===== src/rtl/sflash_status_pkg.sv =====
package sflash_status_pkg;

  localparam logic [7:0] OP_WREN = 8'h06;
  localparam logic [7:0] OP_WRSR = 8'h01;
  localparam logic [7:0] OP_RDSR = 8'h05;

  localparam int OPC_BITS    = 8;
  localparam int FRAME_SHORT = 16;
  localparam int FRAME_LONG  = 24;
  localparam int CNT_W       = $clog2(FRAME_LONG + 1);

  // bits a two-byte write may load
  localparam logic [15:0] WR_MASK   = 16'h7BFC;
  // bits a one-byte write may load from data
  localparam logic [15:0] LOW_MASK  = 16'h00FC;
  // upper control bits forced low by a one-byte write
  localparam logic [15:0] SHORT_CLR = 16'h4300;

  typedef struct packed {
    logic shift;
    logic clear;
    logic doWren;
    logic doWr8;
    logic doWr16;
  } srwStrobes_t;

endpackage


===== src/rtl/sflash_status_ctrl.sv =====
module sflash_status_ctrl
  import sflash_status_pkg::*;
(
  input  logic             clk,
  input  logic             rstN,
  input  logic             csN,
  input  logic             shiftEn,
  input  logic             wpN,
  input  logic [7:0]       opCode,
  input  logic [CNT_W-1:0] bitCnt,
  input  logic             overrun,
  input  logic             wel,
  input  logic             wip,
  input  logic             srp0,
  input  logic             srp1,
  output srwStrobes_t      stb
);

  logic csPrev;
  logic csRise;
  logic hwLock;
  logic wrOk;

  always_ff @(posedge clk or negedge rstN) begin
    if (!rstN) csPrev <= 1'b1;
    else       csPrev <= csN;
  end

  assign csRise = csN & ~csPrev;
  assign hwLock = ~srp1 & srp0 & ~wpN;
  assign wrOk   = csRise & ~overrun & (opCode == OP_WRSR) & wel & ~wip & ~hwLock;

  always_comb begin
    stb        = '0;
    stb.shift  = shiftEn & ~csN;
    stb.clear  = csN;
    stb.doWr8  = wrOk & (bitCnt == CNT_W'(FRAME_SHORT));
    stb.doWr16 = wrOk & (bitCnt == CNT_W'(FRAME_LONG));
    stb.doWren = csRise & ~overrun & ~wip & (opCode == OP_WREN)
               & (bitCnt == CNT_W'(OPC_BITS));
  end

endmodule


===== src/rtl/sflash_status_datapath.sv =====
module sflash_status_datapath
  import sflash_status_pkg::*;
#(
  parameter int TW = 64
) (
  input  logic             clk,
  input  logic             rstN,
  input  srwStrobes_t      stb,
  input  logic             quadEn,
  input  logic [3:0]       dIn,
  output logic [7:0]       opCode,
  output logic [CNT_W-1:0] bitCnt,
  output logic             overrun,
  output logic [15:0]      status,
  output logic [3:0]       ioOut,
  output logic             ioOe
);

  localparam int TMR_W = $clog2(TW + 1);

  logic [15:0]    shReg;
  logic [TMR_W-1:0] busyCnt;
  logic [CNT_W:0] cntNext;
  logic [15:0]    wordLong;
  logic [15:0]    wordShort;
  logic [2:0]     rdIdx;
  logic [7:0]     lowByte;

  assign cntNext   = {1'b0, bitCnt} + (quadEn ? (CNT_W+1)'(4) : (CNT_W+1)'(1));
  assign wordLong  = {shReg[7:0], shReg[15:8]};
  assign wordShort = {8'h00, shReg[7:0]};

  // bit counter, shift register, opcode capture
  always_ff @(posedge clk or negedge rstN) begin
    if (!rstN) begin
      bitCnt  <= '0;
      overrun <= 1'b0;
      shReg   <= '0;
      opCode  <= '0;
    end else if (stb.clear) begin
      bitCnt  <= '0;
      overrun <= 1'b0;
      opCode  <= '0;
    end else if (stb.shift) begin
      bitCnt <= cntNext[CNT_W-1:0];
      if (cntNext > (CNT_W+1)'(FRAME_LONG)) overrun <= 1'b1;
      if (quadEn) shReg <= {shReg[11:0], dIn};
      else        shReg <= {shReg[14:0], dIn[0]};
      if (cntNext == (CNT_W+1)'(OPC_BITS) && !overrun)
        opCode <= quadEn ? {shReg[3:0], dIn} : {shReg[6:0], dIn[0]};
    end
  end

  // status register and busy timer
  always_ff @(posedge clk or negedge rstN) begin
    if (!rstN) begin
      status  <= '0;
      busyCnt <= '0;
    end else if (stb.doWr16) begin
      status  <= (status & ~WR_MASK) | (wordLong & WR_MASK) | 16'h0001;
      busyCnt <= TMR_W'(TW);
    end else if (stb.doWr8) begin
      status  <= (status & ~(SHORT_CLR | LOW_MASK)) | (wordShort & LOW_MASK) | 16'h0001;
      busyCnt <= TMR_W'(TW);
    end else if (stb.doWren) begin
      status[1] <= 1'b1;
    end else if (status[0]) begin
      busyCnt <= busyCnt - 1'b1;
      if (busyCnt == TMR_W'(1)) status[1:0] <= 2'b00;
    end
  end

  // live read-out of the low status byte
  assign lowByte = status[7:0];
  assign rdIdx   = bitCnt[2:0];
  assign ioOe    = (opCode == OP_RDSR) & ~stb.clear;

  always_comb begin
    if (quadEn) ioOut = rdIdx[2] ? lowByte[3:0] : lowByte[7:4];
    else        ioOut = {2'b00, lowByte[~rdIdx], 1'b0};
  end

endmodule


===== src/rtl/sflash_status_writer.sv =====
module sflash_status_writer
  import sflash_status_pkg::*;
#(
  parameter int TW = 64
) (
  input  logic        clk,
  input  logic        rstN,
  input  logic        csN,
  input  logic        shiftEn,
  input  logic        quadEn,
  input  logic [3:0]  dIn,
  input  logic        wpN,
  output logic [3:0]  ioOut,
  output logic        ioOe,
  output logic [15:0] statusOut
);

  srwStrobes_t      stb;
  logic [7:0]       opCode;
  logic [CNT_W-1:0] bitCnt;
  logic             overrun;
  logic [15:0]      status;

  sflash_status_ctrl u_ctrl (
    .clk     (clk),
    .rstN    (rstN),
    .csN     (csN),
    .shiftEn (shiftEn),
    .wpN     (wpN),
    .opCode  (opCode),
    .bitCnt  (bitCnt),
    .overrun (overrun),
    .wel     (status[1]),
    .wip     (status[0]),
    .srp0    (status[7]),
    .srp1    (status[8]),
    .stb     (stb)
  );

  sflash_status_datapath #(.TW(TW)) u_dp (
    .clk     (clk),
    .rstN    (rstN),
    .stb     (stb),
    .quadEn  (quadEn),
    .dIn     (dIn),
    .opCode  (opCode),
    .bitCnt  (bitCnt),
    .overrun (overrun),
    .status  (status),
    .ioOut   (ioOut),
    .ioOe    (ioOe)
  );

  assign statusOut = status;

endmodule


===== config.mk =====
export PLATFORM = sky130hd
export DESIGN_NAME = sflash_status_writer
export DESIGN_NICKNAME = d
export VERILOG_FILES = /design/src/rtl/sflash_status_pkg.sv /design/src/rtl/sflash_status_ctrl.sv /design/src/rtl/sflash_status_datapath.sv /design/src/rtl/sflash_status_writer.sv
export SDC_FILE = /design/constraint.sdc
export NUM_CORES = 1
export LEC_CHECK = 0
export ABC_AREA = 1
export CAP_MARGIN = 20
export CORE_MARGIN = 2
export CORE_UTILIZATION = 63
export DETAILED_ROUTE_END_ITERATION = 10
export DONT_BUFFER_PORTS = 1
export PLACE_DENSITY = 0.78
export SLEW_MARGIN = 30
export SYNTH_ARGS = -nofsm -noshare
export SYNTH_HDL_FRONTEND = slang
export SYNTH_HIERARCHICAL = 1
export SYNTH_SLANG_ARGS = --single-unit

===== constraint.sdc =====
create_clock -name clk -period 2.44 [get_ports clk]
set_input_delay 0 -clock clk [delete_from_list [all_inputs] [get_ports clk]]
set_output_delay 0 -clock clk [all_outputs]
set_load 0.02 [all_outputs]

==> results of run 1 <==
[worst min-delay path by stage]
stage,start,cells after the start,endpoint
after floorplan,rstN,0,u_dp/bitCnt[0]
after global placement,rstN,0,u_dp/bitCnt[3]
after detailed placement,rstN,0,u_dp/bitCnt[3]
after CTS,csN,3,u_dp/opCode[3]
after global routing,quadEn,3,u_dp/opCode[1]
final,csN,3,u_dp/opCode[3]
[report_power, final]
part | switching [W] | leakage, nW | internal, W
clock network | 0.000272 | 0.0445 | 0.000231
logic | 0.000145 | 0.732 | 0.0000611
registers | 0.0000338 | 0.666 | 0.000918
[layout by cell type (no fill, tap or decap), types with 2 or more instances in the layout]
| cell | n |
|---|---|
| a21oi_1 | 22 |
| a22oi_1 | 2 |
| buf_4 | 4 |
| clkbuf_8 | 6 |
| conb_1 | 2 |
| dfrtp_1 | 51 |
| dlygate4sd3_1 | 6 |
| ha_1 | 5 |
| inv_1 | 48 |
| inv_2 | 3 |
| nand2_1 | 68 |
| nand2_2 | 4 |
| nand3_1 | 25 |
| nand3_2 | 2 |
| nand3_4 | 2 |
| nand4_1 | 6 |
| nor2_1 | 29 |
| nor2_2 | 3 |
| nor2_8 | 2 |
| o211ai_1 | 2 |
| o21a_1 | 2 |
| o21ai_0 | 37 |
| o21ai_1 | 2 |
| o221ai_1 | 4 |
| o22ai_1 | 4 |
| or2_0 | 3 |
[per-layer routing]
metal,global-route usage (%),vias up,part of all wire (%)
met5,0,-,0
met4,8.39,0,1.6
met3,7.12,13,7.0
met2,43.4,89,48
met1,38.1,1076,44
li1,-,1159,-
[sequential cells by signal, indices dropped and copies added (netlist names)]
name           cells
u_dp/bitCnt        5
u_dp/overrun       1
u_dp/status       14
u_ctrl/csPrev      1
u_dp/busyCnt       7
u_dp/opCode        8
u_dp/shReg        16
[kinds of logic after synthesis]
| group | count (synthesis) | synth area share (%) |
|---|---|---|
| adder cells (fa/ha/maj) | 5 | 2.23 |
| buffers and inverters | 65 | 9.40 |
| other | 1 | 0.134 |
| flip-flops | 52 | 46.4 |
| AND/OR/NAND/NOR | 151 | 26.3 |
| multiplexers | 1 | 0.357 |
| AO/OA/AOI/OAI | 77 | 15.2 |
[timing repair]
item | CTS | global route
endpoints found under the setup margin | 0 | 0
hold buffers | 7 | 0
endpoints found under the hold margin | 65 | 0
[worst max-delay path: stages]
cell           delay, ns
dlygate4sd3_1       0.83
inv_2               0.20
ha_1                0.28
ha_1                0.33
nor2_4              0.16
nand3_4             0.11
nor2_8              0.18
nand3_4             0.14
nand3_1             0.11
nand2_1             0.06
[metrics by stage]
step	utilization (%)	std cells	hold slack (ns)	area [µm²]
final	69.8	411	0.0297	3020
after global routing	69.8	411	0.0329	3020
after CTS	69.8	411	0.0164	3020
after detailed placement	65.6	396	-0.294	2840
after global placement	65.6	396	-0.294	2840
after floorplan	-	353	-0.296	2810
[layout make-up]
class / instances / area, µm² / area share, %
clock inverter: 1 / 7.51 / 0.249
timing repair buffer: 11 / 118 / 3.90
tap: 52 / 65.1 / 2.15
sequential: 52 / 1300 / 43.1
inverter: 52 / 195 / 6.46
multi-input combinational: 236 / 1240 / 41.2
clock buffer: 7 / 86.3 / 2.86
==> impl_metrics.yaml, run 1 <==
drt:
  drc: 0
  first_iter_violations: 228
  wl_per_cell_um: 15.5
  via_count: 2337
  vias_per_cell: 5.69
  antenna_left: 0
  wl_um: 6390
  dr.pass1.iters: 5
clocking:
  post_cts_buffers: 0
  ctsHtreeMaxLevel: 2
  cts_buffers: 5
  clock_path_buffers: 2
  clkTransAtPathRegs_ns: 0.09
  cts.sinks: 52
  cts_resized: 0
  worst_skew_pair.late_latency_ns: 0.30
  clockRootBuffer: "clkbuf_8"
  cts_tree: "yes"
critical_path:
  crit_end: "u_dp/opCode[0]"
  startpoint: "quadEn"
  arrival_ns: 2.41
  critPathLaunchType: "primary input"
  r2r_cells: 10
  r2r_end: "u_dp/busyCnt[0]"
  critical_path_class: "in2reg"
  ff2ff_setup_slack_ns: 0.28
  crit_path_max_fanout: 15
  required_ns: 2.63
  r2r-start: "u_dp/bitCnt[1]"
  end_kind: "flop"
synth:
  synth_edf_count: 0
  ys.flop_type: "dfrtp_1"
  yosysUniqueCellTypes: 38
  ys_ff_latch: 52
  synth.avg_cell_area_um2: 7.98
  netlist.top_cell.by_area: "dfrtp_1"
  yosysWarnings: 6
  synthDominantCellAreaShare_pct: 45.5
  ys_seq_area_share_pct: 46.4
  postSynth.asyncResetShare_pct: 100
  synth_top_cells_by_area: "dfrtp_1 (45%), nand2_1 (9.1%), o21ai_0 (6.6%)"
  synthesis.area_um2: 2810
  netlist_instances: 352
  synthTopCellsByCount: "nand2_1 (68), dfrtp_1 (51), inv_1 (48)"
  yosysMostFrequentCell: "nand2_1"
status:
  status: "finished clean"
grt:
  grt_max_degree: 53
  grt_usage_pct: 27.6
  grt_pass1_wl_um: 10800
  grt_pass1_vias: 2273
  antenna_found_initial: 0
  overflow: 0
power:
  power_density_nw_per_um2: 550
  ir_worst_vdd_mv: 0.486
  p_leak_nw: 1.44
  power_w: 0.00166
final_layout:
  areaGrowthSynthToFinish_pct: 7.53
  nFillCells: 349
  fin_nets: 373
  drive_above_1_share_pct: 8.91
  diodes: 0
sta:
  max_freq_ghz: 0.451
  tightest_slew_ns: 0.641
  hold_viol_final: 0
  slew_headroom_pct: 57.2
  fin_setup_tns_ns: 0
  fin_crit_sh_pct: 90.9
  fin_crit_ns: 2.22
  drv_slew: 0
  clock_skew_ns: 0.00390
  setup_viol: 0
  layout_setup_ws_ns: 0.223
  rsz0062_at_grt: "no"
place:
  post-place-ws_ns: 0.388
  dpl.hpwl_um: 4480
  io_buffers: 0
  finalWeightedCongestion: 0.923
floorplanning:
  initial_utilization_pct: 64.9
  core_um2: 4320
  fp.dieW_um: 70.8
  die_h_um: 70.8
  die_area_um2: 5010
  rows: 24
  ios: 31
job:
  drv_cap: 0
min_path:
  hp-class: "in2reg"
Note: power is estimated with default switching activity, not from simulation.
==> run 2, diff against run 1 <==
--- a/config.mk
+++ b/config.mk
@@ -7,7 +7,6 @@
 export LEC_CHECK = 0
 export ABC_AREA = 1
 export CAP_MARGIN = 20
-export CORE_MARGIN = 2
 export CORE_UTILIZATION = 63
 export DETAILED_ROUTE_END_ITERATION = 10
 export DONT_BUFFER_PORTS = 1
==> impl_metrics.yaml, run 2 (synthesized netlist as in run 1, its figures left out) <==
critical_path:
  crit_end: "u_dp/status[1]"
  r2r-start: "u_dp/status[0]"
  path_delay_family: "simple AND/OR/NAND/NOR gates"
  arrival_ns: 2.35
  required_ns: 2.64
  r2r_end: "u_dp/status[1]"
  critPathLaunchType: "flop"
  crit_cells: 11
  critical_path_class: "reg2reg"
  startpoint: "u_dp/status[0]"
  crit_chain: "nor2_1 > nand2_1 > nor2_2 > nand3_2 > nor2_1 > nor2_2 > inv_1 > nor2_1 > nand2_1 > nand2_1 > o21ai_0"
  crit_path_max_fanout: 16
  r2r_cells: 11
  crit_path_top_delay_cell: "nor2_2"
  end_kind: "flop"
  critPathBufInv: 1
  cp_slowest_stage_delay_ns: 0.55
  ff2ff_setup_slack_ns: 0.29
final_layout:
  drive_above_1_share_pct: 8.66
  nFillCells: 341
  fin_nets: 372
  final_cell_mix: "nand2_1 (68), dfrtp_1 (51), inv_1 (48)"
  finalCoreUtilization_pct: 72.7
  final_common_cell: "nand2_1"
  largest_reg_flops: 16
  regArea_um2: 1300
  areaGrowthSynthToFinish_pct: 7.26
  top_regs: "u_dp/shReg (16), u_dp/status (14), u_dp/opCode (8)"
  multi_input_area_um2: 1240
  top_register: "u_dp/shReg"
  design_area_um2: 3010
  diodes: 0
min_path:
  hp-class: "in2reg"
floorplanning:
  core_um2: 4140
  die_h_um: 68.8
  rows: 23
  fp.dieW_um: 68.8
  die_area_um2: 4730
  initial_utilization_pct: 67.8
  ios: 31
clocking:
  post_cts_buffers: 0
  clockRootBuffer: "clkbuf_8"
  cts.sinks: 52
  clkTransAtPathRegs_ns: 0.09
  cts_buffers: 5
  cts_tree: "yes"
  ctsHtreeMaxLevel: 2
  worst_skew_pair.late_latency_ns: 0.31
  clock_path_buffers: 2
power:
  p_comb_share_pct: 12.4
  pwr-share-seq_pct: 57.0
  p_leak_nw: 1.45
  switching_share_pct: 27.7
  p_sw_w: 0.000464
  clockPowerShare_pct: 30.6
  power_density_nw_per_um2: 556
  p_int_w: 0.00121
  ir_worst_vdd_mv: 0.441
place:
  dpl_cell_area_um2: 2830
  dpl.hpwl_um: 4450
  io_buffers: 0
  finalWeightedCongestion: 0.840
drt:
  vias_per_cell: 5.75
  via_count: 2347
  antenna_left: 0
  wl_um: 6410
  drc: 0
  wl_per_cell_um: 15.7
  dr.pass1.iters: 4
  first_iter_violations: 158
sta:
  clock_skew_ns: 0.00838
  rsz0062_at_grt: "no"
  tightest_slew_ns: 0.674
  slew_headroom_pct: 55.0
  fin_crit_sh_pct: 88.3
  hold_viol_final: 0
  max_freq_ghz: 0.464
  setup_viol: 0
  fin_crit_ns: 2.15
  fin_setup_tns_ns: 0
  drv_slew: 0
grt:
  use_met1_pct: 41.3
  top_usage_layer: "met2"
  grtUsageMet2_pct: 49.6
  overflow: 0
  grt_pass1_vias: 2162
  grt_pass1_wl_um: 10200
  grt_usage_pct: 30.3
  antenna_found_initial: 0
  use_met3_pct: 5.10
  grt_max_degree: 53
status:
  status: "finished clean"
job:
  drv_cap: 0
==> run 2: cell types whose count changed in the layout (fill, tap and decap cells not counted), sizes merged <==
cell | before | now
buf | 5 | 4
dlygate4sd3 | 6 | 5
dlymetal6s4s | 0 | 1
==> run 2: cell type report <==
cell class / instances / share of cell area (%)
Tap cell: 50 / 2.08
Timing Repair Buffer: 10 / 3.74
Inverter: 52 / 6.48
Multi-Input combinational cell: 236 / 41.3
Sequential cell: 52 / 43.2
Clock inverter: 1 / 0.249
Clock buffer: 7 / 2.87
==> run 2: power groups by stage <==
stage / clock (W) / combinational [W] / sequential, W
2_1_floorplan: 0 / 0.000140 / 0.000958
3_3_place_gp: 0 / 0.000166 / 0.000968
3_5_place_dp: 0 / 0.000168 / 0.000970
4_1_cts: 0.000524 / 0.000205 / 0.000952
5_1_grt: 0.000553 / 0.000233 / 0.000961
6_report: 0.000513 / 0.000207 / 0.000954
==> run 2: metal layers <==
metal	wire length [µm]	vias to the layer above
li1	-	1156
met1	2880	1119
met2	3060	63
met3	365	9
met4	110	0
met5	0	-
==> run 2: worst reg2reg max path, cell delays in order, from the launching register on <==
cell	delay [ns]
dfrtp_1	0.54
nor2_1	0.07
nand2_1	0.09
nor2_2	0.05
nand3_2	0.07
nor2_1	0.08
nor2_2	0.55
inv_1	0.22
nor2_1	0.18
nand2_1	0.07
nand2_1	0.05
o21ai_0	0.08
==> run 2: repair_timing <==
action | in CTS | in global routing
gates resized for setup | 0 | 1
hold endpoints to repair | 68 | 0
hold buffers | 7 | 0
endpoints found under the setup margin | 0 | 8
==> run 2: through the flow <==
| stage | instances | power (W) | hold WS [ns] | setup WS [ns] |
|---|---|---|---|---|
| 2_1_floorplan | 353 | 0.00110 | -0.296 | 0.695 |
| 5_1_grt | 408 | 0.00175 | 0.0283 | 0.0434 |
| 6_report | 408 | 0.00167 | 0.0125 | 0.286 |
| 4_1_cts | 408 | 0.00168 | 0.00314 | 0.135 |
| 3_3_place_gp | 393 | 0.00113 | -0.295 | 0.390 |
| 3_5_place_dp | 393 | 0.00114 | -0.295 | 0.329 |
==> run 2: how the worst min path moves through the flow <==
stage / slack [ns] / from / cells past startpoint / endpoint
6_report: 0.01 / quadEn / 3 / u_dp/shReg[6]
5_1_grt: 0.03 / csN / 3 / u_dp/opCode[0]
4_1_cts: 0.003 / csN / 3 / u_dp/opCode[6]
3_5_place_dp: -0.29 / rstN / 0 / u_dp/bitCnt[3]
3_3_place_gp: -0.29 / rstN / 0 / u_dp/bitCnt[3]
2_1_floorplan: -0.30 / rstN / 0 / u_dp/bitCnt[0]
